`src/rtl/ipc_pkg.sv`:
```
package ipc_pkg;

  localparam int unsigned NSRC  = 11;
  localparam int unsigned IDX_W = $clog2(NSRC);
  localparam int unsigned VEC_W = 16;

  // sources whose flag is left for software to clear (caller-id, watchdog)
  localparam logic [NSRC-1:0] SW_ONLY_MASK = 11'b100_1000_0000;

  typedef enum logic { LVL_LO = 1'b0, LVL_HI = 1'b1 } lvl_e;

  // handler address: 8-byte slots from 0x03, with a 24-byte gap after slot 3
  function automatic int unsigned vec_of(input int unsigned idx);
    int unsigned a;
    a = idx * 8 + 3;
    if (idx >= 4) a = a + 24;
    return a;
  endfunction

endpackage

```
`src/rtl/ipc_qualify.sv`:
```
module ipc_qualify #(
  parameter int unsigned N = 11
) (
  input  logic [N-1:0] flag,
  input  logic [N-1:0] en,
  input  logic [N-1:0] lvl,
  input  logic         glob,
  output logic [N-1:0] hi_req,
  output logic [N-1:0] lo_req
);

  logic [N-1:0] armed;

  generate
    for (genvar g = 0; g < N; g++) begin : g_arm
      assign armed[g]  = flag[g] & en[g] & glob;
      assign hi_req[g] = armed[g] & lvl[g];
      assign lo_req[g] = armed[g] & ~lvl[g];
    end
  endgenerate

endmodule

```
`src/rtl/ipc_fixed_pick.sv`:
```
module ipc_fixed_pick #(
  parameter int unsigned N  = 11,
  parameter int unsigned IW = $clog2(N)
) (
  input  logic [N-1:0]  req,
  output logic          found,
  output logic [IW-1:0] idx
);

  logic [N:0]   seen;
  logic [N-1:0] first;

  assign seen[0] = 1'b0;

  generate
    for (genvar g = 0; g < N; g++) begin : g_chain
      assign first[g]  = req[g] & ~seen[g];
      assign seen[g+1] = seen[g] | req[g];
    end
  endgenerate

  assign found = seen[N];

  always_comb begin
    idx = '0;
    for (int i = 0; i < int'(N); i++) begin
      if (first[i]) idx = idx | IW'(i);
    end
  end

endmodule

```
`src/rtl/ipc_svc_track.sv`:
```
module ipc_svc_track (
  input  logic       clk,
  input  logic       rst_n,
  input  logic       take,
  input  logic       take_lvl,
  input  logic       reti,
  output logic [1:0] svc
);

  logic [1:0] svc_nxt;

  always_comb begin
    svc_nxt = svc;
    if (take) begin
      svc_nxt[take_lvl] = 1'b1;
    end else if (reti) begin
      if (svc[1]) svc_nxt[1] = 1'b0;
      else        svc_nxt[0] = 1'b0;
    end
  end

  always_ff @(posedge clk or negedge rst_n) begin
    if (!rst_n) svc <= 2'b00;
    else        svc <= svc_nxt;
  end

endmodule

```
`src/rtl/ipc_vector_ctrl.sv`:
```
module ipc_vector_ctrl
  import ipc_pkg::*;
#(
  parameter int unsigned     N_SRC    = NSRC,
  parameter int unsigned     IDX_BITS = $clog2(N_SRC),
  parameter int unsigned     ADDR_W   = VEC_W,
  parameter logic [N_SRC-1:0] SW_MASK = SW_ONLY_MASK
) (
  input  logic              clk,
  input  logic              rst_n,
  input  logic [N_SRC-1:0]  irq_flag,
  input  logic [N_SRC-1:0]  irq_en,
  input  logic [N_SRC-1:0]  irq_lvl,
  input  logic              glob_en,
  input  logic              instr_last,
  input  logic              instr_block,
  input  logic              reti_strobe,
  output logic              call_req,
  output logic [ADDR_W-1:0] call_vec,
  output logic              ack_valid,
  output logic [IDX_BITS-1:0] ack_idx,
  output logic              ack_hwclr,
  output logic [1:0]        svc_state
);

  // named internal events
  logic [N_SRC-1:0]    hi_req, lo_req;
  logic                hi_found, lo_found;
  logic [IDX_BITS-1:0] hi_idx, lo_idx;
  logic                any_req;
  logic                win_lvl;
  logic [IDX_BITS-1:0] win_idx;
  logic                boundary_ok;
  logic                preempt_ok;
  logic                take;
  logic [ADDR_W-1:0]   win_vec;
  logic                win_hwclr;

  ipc_qualify #(.N(N_SRC)) u_qual (
    .flag   (irq_flag),
    .en     (irq_en),
    .lvl    (irq_lvl),
    .glob   (glob_en),
    .hi_req (hi_req),
    .lo_req (lo_req)
  );

  ipc_fixed_pick #(.N(N_SRC), .IW(IDX_BITS)) u_pick_hi (
    .req   (hi_req),
    .found (hi_found),
    .idx   (hi_idx)
  );

  ipc_fixed_pick #(.N(N_SRC), .IW(IDX_BITS)) u_pick_lo (
    .req   (lo_req),
    .found (lo_found),
    .idx   (lo_idx)
  );

  assign any_req     = hi_found | lo_found;
  assign win_lvl     = hi_found ? LVL_HI : LVL_LO;
  assign win_idx     = hi_found ? hi_idx : lo_idx;
  assign boundary_ok = instr_last & ~instr_block & ~reti_strobe;
  assign preempt_ok  = (win_lvl == LVL_HI) ? ~svc_state[1] : (svc_state == 2'b00);
  assign take        = any_req & boundary_ok & preempt_ok;
  assign win_vec     = ADDR_W'(vec_of(int'(win_idx)));
  assign win_hwclr   = ~SW_MASK[win_idx];

  ipc_svc_track u_svc (
    .clk      (clk),
    .rst_n    (rst_n),
    .take     (take),
    .take_lvl (win_lvl),
    .reti     (reti_strobe),
    .svc      (svc_state)
  );

  always_ff @(posedge clk or negedge rst_n) begin
    if (!rst_n) begin
      call_req  <= 1'b0;
      ack_valid <= 1'b0;
      call_vec  <= '0;
      ack_idx   <= '0;
      ack_hwclr <= 1'b0;
    end else begin
      call_req  <= take;
      ack_valid <= take;
      call_vec  <= take ? win_vec : '0;
      ack_idx   <= take ? win_idx : '0;
      ack_hwclr <= take & win_hwclr;
    end
  end

endmodule

```
`config.mk`:
```
export PLATFORM = sky130hd
export DESIGN_NAME = ipc_vector_ctrl
export DESIGN_NICKNAME = d
export VERILOG_FILES = /design/src/rtl/ipc_pkg.sv /design/src/rtl/ipc_qualify.sv /design/src/rtl/ipc_fixed_pick.sv /design/src/rtl/ipc_svc_track.sv /design/src/rtl/ipc_vector_ctrl.sv
export SDC_FILE = /design/constraint.sdc
export NUM_CORES = 1
export LEC_CHECK = 0
export ABC_AREA = 1
export BUFFER_PORTS_ARGS = -buffer_cell sky130_fd_sc_hd__buf_2
export CAP_MARGIN = 40
export CORE_MARGIN = 2
export CORE_UTILIZATION = 40
export CTS_CLUSTER_DIAMETER = 30
export DETAILED_ROUTE_END_ITERATION = 10
export PLACE_DENSITY_LB_ADDON = 0.12
export SLEW_MARGIN = 20
export SYNTH_ARGS = -nofsm -noshare
export SYNTH_HDL_FRONTEND = slang
export SYNTH_SLANG_ARGS = --single-unit
```
`constraint.sdc`:
```
create_clock -name clk -period 1.1 [get_ports clk]
set_input_delay 0.055 -clock clk [delete_from_list [all_inputs] [get_ports clk]]
set_output_delay 0.055 -clock clk [all_outputs]
set_load 0.05 [all_outputs]
```
Word level (Yosys, flattened, before mapping) --
Memory sizes are Yosys's and may differ from the RTL's. Index checks and enable logic that the tools add are counted.
Cells by class: equality and inequality tests 1, muxes and demuxes 32, multipliers 0, shift operators 0, $lt $le $gt $ge 4, bitwise operators 126, add/sub/neg operators 2, reductions and logical operators 4, divide/modulo/power cells 0
Operators with widths (count):
- AND 1 bit | 69
- NOT 1 bit | 35
- two-way mux 16 bit | 2
- two-way mux 4 bit | 8
- two-way mux 3 bit | 8
- OR 1 bit | 21
- two-way mux 2 bit | 6
- adder 8 x 5 -> 9 bit, second input constant | 1
- adder 7 x 2 -> 8 bit, second input constant | 1
- two-way mux 1 bit | 7
- < comparator 4 x 5 -> 1 bit, second input constant | 1
- greater-or-equal comparator 4 x 3 -> 1 bit, second input constant | 1
- zero test 2 bit | 1
- < comparator 1 x 2 -> 1 bit, second input constant | 1
- != test 2 bit, second input constant | 1
- OR 2 bit | 1
- AND reduction 2 bit | 1
- nonzero test 2 bit | 1
- demux 1 bit (select 1 bit) | 1
- greater-or-equal comparator 1 bit, second input constant | 1
- logical AND 1 bit | 1
Storage, ports and cells: output and inout bits 25, memory bits (writable) 0, flip-flop bits (word level) 24, input port bits 39, word-level logic and storage cells 176, memory bits (read-only) 16, memories kept 1, latch bits 0
Memories:
- (no name shown) | words 16, width 1, read ports 1, clocked after Yosys merged registers in 0, wr ports 0, RTL line ipc_vector_ctrl.sv:67 | assign win_hwclr = ~SW_MASK[win_idx];

Logic depth before layout (Yosys ltp) --
depth after elaboration 20, gate-level depth with buffers 14, depth with buffers taken out 14

Hierarchy --
From an unflattened synthesis, not the netlist that was laid out.
Unflattened totals: cells, all modules 211, area, all modules 1300.0 um^2
By module, submodules not included:
- ipc_vector_ctrl | cells each 81, sequential area each 275.3 um^2, area each 655.6 um^2, instances 1
- ipc_fixed_pick | cells each 35, sequential area each 0.0 um^2, area each 176.4 um^2, instances 2
- ipc_qualify | cells each 45, sequential area each 0.0 um^2, area each 190.2 um^2, instances 1
- ipc_svc_track | cells each 15, sequential area each 50.0 um^2, area each 101.3 um^2, instances 1

Least setup slack after synthesis --
No wires, ideal clock.
path kind input to register, from input glob_en, to register call_vec[4], cell stages on the path 13, buffers on the path 1, arrival 1.402 ns, setup slack -0.419 ns, required time 0.983 ns, setup time 0.117 ns, cell sequence buf_6 -> nand4_1 -> nand2_2 -> nor2_4 -> nand4_4 -> nor2_8 -> nand2_1 -> nand2_2 -> inv_1 -> ha_1 -> inv_1 -> nor2_1 -> nor2_1
On the way: longest elaborated chain between the ends 19, elaborated cells between the ends (all ways) 124, those cells by class 2 x add/sub; 1 x order compare; 25 x mux; 96 x bitwise
Ends and longest elaborated chain:
- start: declaration | RTL line ipc_vector_ctrl.sv:14 | input logic glob_en,
- AND 1 bit | RTL line ipc_qualify.sv:16 | assign armed[g] = flag[g] & en[g] & glob;
- AND 1 bit, on equally long branches | RTL line ipc_qualify.sv:18, ipc_qualify.sv:17
- NOT 1 bit / OR 1 bit (equally long branches) | RTL line ipc_fixed_pick.sv:17, ipc_fixed_pick.sv:18
- AND 1 bit (tied with other cells) | RTL line ipc_fixed_pick.sv:17 | assign first[g] = req[g] & ~seen[g];
- two-way mux 1 bit (tied with other cells) | RTL line ipc_fixed_pick.sv:27 | if (first[i]) idx = idx | IW'(i);
- two-way mux 2 bit (tied with other cells) (2 in series) | RTL line ipc_fixed_pick.sv:27
- two-way mux 3 bit (tied with other cells) (4 in series) | RTL line ipc_fixed_pick.sv:27
- two-way mux 4 bit (tied with other cells) | RTL line ipc_fixed_pick.sv:27
- two-way mux 4 bit / AND 1 bit (equally long branches) | RTL line ipc_fixed_pick.sv:27, ipc_fixed_pick.sv:17
- two-way mux 4 bit | RTL line ipc_fixed_pick.sv:27
- two-way mux 4 bit | RTL line ipc_vector_ctrl.sv:62 | assign win_idx = hi_found ? hi_idx : lo_idx;
- adder 7 x 2 -> 8 bit | RTL line ipc_pkg.sv:15 | a = idx * 8 + 3;
- adder 8 x 5 -> 9 bit | RTL line ipc_pkg.sv:16 | if (idx >= 4) a = a + 24;
- two-way mux 16 bit | RTL line ipc_pkg.sv:16
- two-way mux 16 bit * | RTL line ipc_vector_ctrl.sv:88 | call_vec <= take ? win_vec : '0;
- end signal: assignment | RTL line ipc_vector_ctrl.sv:88
- end: declaration | RTL line ipc_vector_ctrl.sv:19 | output logic [ADDR_W-1:0] call_vec,
Every way passes the cells marked *; elsewhere a longest branch is shown, timed or not. A chain may end at the register's enable or synchronous reset.

Worst setup path after layout --
from input glob_en, to register call_vec[5]
On the way: longest elaborated chain between the ends 19, elaborated cells between the ends (all ways) 124, those cells by class 2 x add/sub; 1 x order compare; 25 x mux; 96 x bitwise
Ends and longest elaborated chain (RTL line):
- AND 1 bit | ipc_qualify.sv:16
- AND 1 bit, on equally long branches | ipc_qualify.sv:18, ipc_qualify.sv:17
- NOT 1 bit / OR 1 bit (equally long branches) | ipc_fixed_pick.sv:17, ipc_fixed_pick.sv:18
- AND 1 bit (tied with other cells) | ipc_fixed_pick.sv:17
- two-way mux 1 bit (tied with other cells) | ipc_fixed_pick.sv:27
- two-way mux 2 bit (tied with other cells) (2 in series) | ipc_fixed_pick.sv:27
- two-way mux 3 bit (tied with other cells) (4 in series) | ipc_fixed_pick.sv:27
- two-way mux 4 bit (tied with other cells) | ipc_fixed_pick.sv:27
- two-way mux 4 bit / AND 1 bit (equally long branches) | ipc_fixed_pick.sv:27, ipc_fixed_pick.sv:17
- two-way mux 4 bit | ipc_fixed_pick.sv:27
- two-way mux 4 bit | ipc_vector_ctrl.sv:62
- adder 7 x 2 -> 8 bit | ipc_pkg.sv:15
- adder 8 x 5 -> 9 bit | ipc_pkg.sv:16
- two-way mux 16 bit | ipc_pkg.sv:16
- two-way mux 16 bit * | ipc_vector_ctrl.sv:88
Marked as above.

==> metrics.csv <==
stage,metric,value,unit
floorplanning,die area,3440,um^2
cts,clk sink count,13,
global_route,global-route wire length before repair,5147,um
setup_path,FF-to-FF path depth,6,
synthesis,Synth cell types,29,
cts,Worst-path clk slew,0.07,ns
synthesis,most common cell in the netlist,nand2_1,
setup_path,Reg2Reg Capture Point,ack_idx[0],
setup_path,worst-path maximum fanout,7,
cts,H-tree Lvls,1,
timing,final slew viol count,0,
cells_and_area,antenna fix cells,0,
placed_design,DP HPWL,2489,um
timing,final period utilization,1.236,
drt,via count,1438,
setup_path,largest stage delay on the critical path,0.20,ns
timing,final count of negative-setup-slack endpoints,12,
synthesis,synthesized area,1195,um^2
setup_path,Critical Path AT,1.52,ns
cells_and_area,fin nets,304,
timing,RSZ-0062 raised after global routing,true,
synthesis,Cells after Synth,172,
setup_path,crit-path cells,"buf_12, buf_16, nand4_1, nand2_2, nor2_4, nand4_4, o21ai_1, buf_4, nand2_4, ha_1, o21ai_1, nor2_1",
placed_design,Placer Congestion,0.7736,
drt,DRC viols,3,
drt,total iterations of the first detailed-routing run,7,
setup_path,"most used cell, CP",o21ai_1,
global_route,initial antenna violation count,0,
power,PD cells,946.4,nW/um^2
synthesis,async set or reset register ratio after synthesis,1.000,
synthesis,top-area cell type share of the netlist area,0.2723,
cells_and_area,post-layout util,0.7105,
floorplanning,Die H,58.66,um
status,status,"complete, but fails checks",
drt,DR WL/cell,10.95,um
drt,Post-DRT Antenna Nets,0,
setup_path,Worst Path Buf+Inv,3,
synthesis,Yosys warnings,0,
cells_and_area,fraction of layout cells with a size suffix above 1,0.5649,
setup_path,Setup crit end kind,register,
cells_and_area,Layout area overhead,66.81,%
cts,CTS tree,done,
cells_and_area,"Design Area, Final",1993,um^2
global_route,overall routing resource usage,0.1915,
timing,Peak Freq,735.8,MHz
timing,final hold slack,0.1070,ns
floorplanning,Rows,19,
power,Max VDD drop,0.0009756,V
setup_path,RR Startpoint,u_svc.svc[1],
cts,Max clock buf depth,2,
flow_run,max-cap viol count,0,
global_route,aggregate global routing overflow,0,
setup_path,Setup crit start kind,input pin,
setup_path,Worst EP required,1.26,ns
setup_path,slowest cell on the critical path,ha_1,
setup_path,CP top delay family,simple AND/OR/NAND/NOR gates,
synthesis,ranking of synthesized cells by area,"dfrtp_1 27%, nand2_1 9.7%, nand4_1 8.4%",
synthesis,"top cells by count, synth","31 x nand2_1, 24 x inv_1, 19 x nor2_1",
synthesis,top cell type by total area after synthesis,dfrtp_1,
drt,via/cell ratio,4.908,
placed_design,placed insts,275,
setup_path,CP Class,input pin to register,
placed_design,DP Area,1658,um^2
floorplanning,die width,58.66,um
hold_path,worst hold path type,input pin to register,
cts,worst skew pair latency,0.27,ns
setup_path,FF-to-FF setup slack,-0.03,ns
setup_path,CP startpoint,glob_en,
status,failing checks,"DRC, setup timing",
floorplanning,Core Footprint,2805,um^2
cts,TritonCTS Buffers,3,
global_route,vias in the first global route,1304,
timing,fin crit period,1.359,ns
synthesis,sequential-to-total area share from yosys stat,0.2723,
floorplanning,starting density of the core,0.4260,
cells_and_area,FILL cells,228,
timing,Layout Skew,0.004602,ns
synthesis,Syn Area/Cell,6.947,um^2
floorplanning,IO Pins,64,
timing,PnR worst setup slack,-0.2591,ns
cts,Clock Root Buffer,clkbuf_4,
placed_design,PortBufs,54,
power,P_leak,1.156,nW
synthesis,dominant synthesized flop cell,dfrtp_1,
global_route,pin count of the biggest net entering global routing,14,
drt,final WL,3208,um
power,Design Power,1.886,mW
timing,hold violation count in the final report,0,
drt,DR iter-0 viols,34,
cells_and_area,final std cells w/o fill,293,
hold_path,hold_sp,reti_strobe,
hold_path,hold endpoint,u_svc.svc[1],
placed_design,pre-CTS setup slack,-0.6074,ns
synthesis,synthesized flop and latch total,13,
hold_path,hold path depth,4,
synthesis,number of synthesized flops with an enable pin,0,
timing,Post-Route Setup TNS,-1.864,ns
## power breakdown
| part | internal [mW] | total [mW] | switching, mW |
|---|---|---|---|
| Combinational | 0.434 | 1.09 | 0.653 |
| Clock | 0.140 | 0.278 | 0.137 |
| Sequential | 0.510 | 0.522 | 0.0124 |
## worst max path at each step
stage / endpoint / slack (ns) / cells after the start
after detailed placement: call_vec[4] / -0.61 / 14
after floorplan: call_vec[4] / -0.39 / 13
after CTS: call_vec[4] / -0.23 / 14
after global routing: call_vec[5] / -0.37 / 13
final: call_vec[5] / -0.26 / 12
after global placement: call_vec[4] / -0.56 / 14
## placed cells by master, fill, tap and decap left out, types with 2 or more instances in the layout
cell type,count
a21oi_1,2
a21oi_2,2
buf_12,2
buf_2,52
buf_4,28
buf_6,7
clkbuf_4,3
conb_1,10
dfrtp_1,11
dfrtp_2,2
inv_1,21
inv_2,4
nand2_1,21
nand2_2,13
nand2_4,6
nand3_1,7
nand3_2,2
nand4_1,16
nand4_4,3
nor2_1,11
nor2_2,9
nor2_4,4
o21ai_0,4
o21ai_1,4
o21ai_2,2
## repair_timing
item | CTS | global route
gates resized for setup | 31 | 22
hold endpoints to repair | 13 | 0
hold buffers | 1 | 0
pin swaps | 26 | 5
cloned | 1 | 0
setup buffers | 8 | 6
endpoints found under the setup margin | 12 | 13
## registers in the layout (all words and copies together) (netlist names)
name	cells
u_svc.svc	2
ack_hwclr	1
ack_idx	4
call_vec	6
## metal layers
layer,GRT usage,vias up,share of wire
met5,0,-,0
met4,0.009740,0,0
met3,0.03956,0,0.068
met2,0.3612,52,0.54
met1,0.2346,656,0.39
li1,-,730,-
## logic make-up after synthesis
group                    synth area share
AND/OR/NAND/NOR                    0.4471
buffers and inverters              0.1738
AO/OA/AOI/OAI                     0.08273
flip-flops                         0.2722
adder cells (fa/ha/maj)           0.02094
other                            0.003138
## cell type report
type,instances,area [um^2],area share
multi-input cells,127,865.8,0.4344
repair buffers,91,626.9,0.3145
flip-flops and latches,13,327.8,0.1645
inverters,27,107.6,0.05399
well taps,31,38.79,0.01946
clock buffers,4,26.28,0.01318
## worst register-to-register path: cells and delay by family (launching register included)
kind,cells,cell delay [ns]
AND/OR/NAND/NOR,3,0.41
flip-flops,1,0.42
buffers and inverters,3,0.25
(Power assumes the default switching activity.)
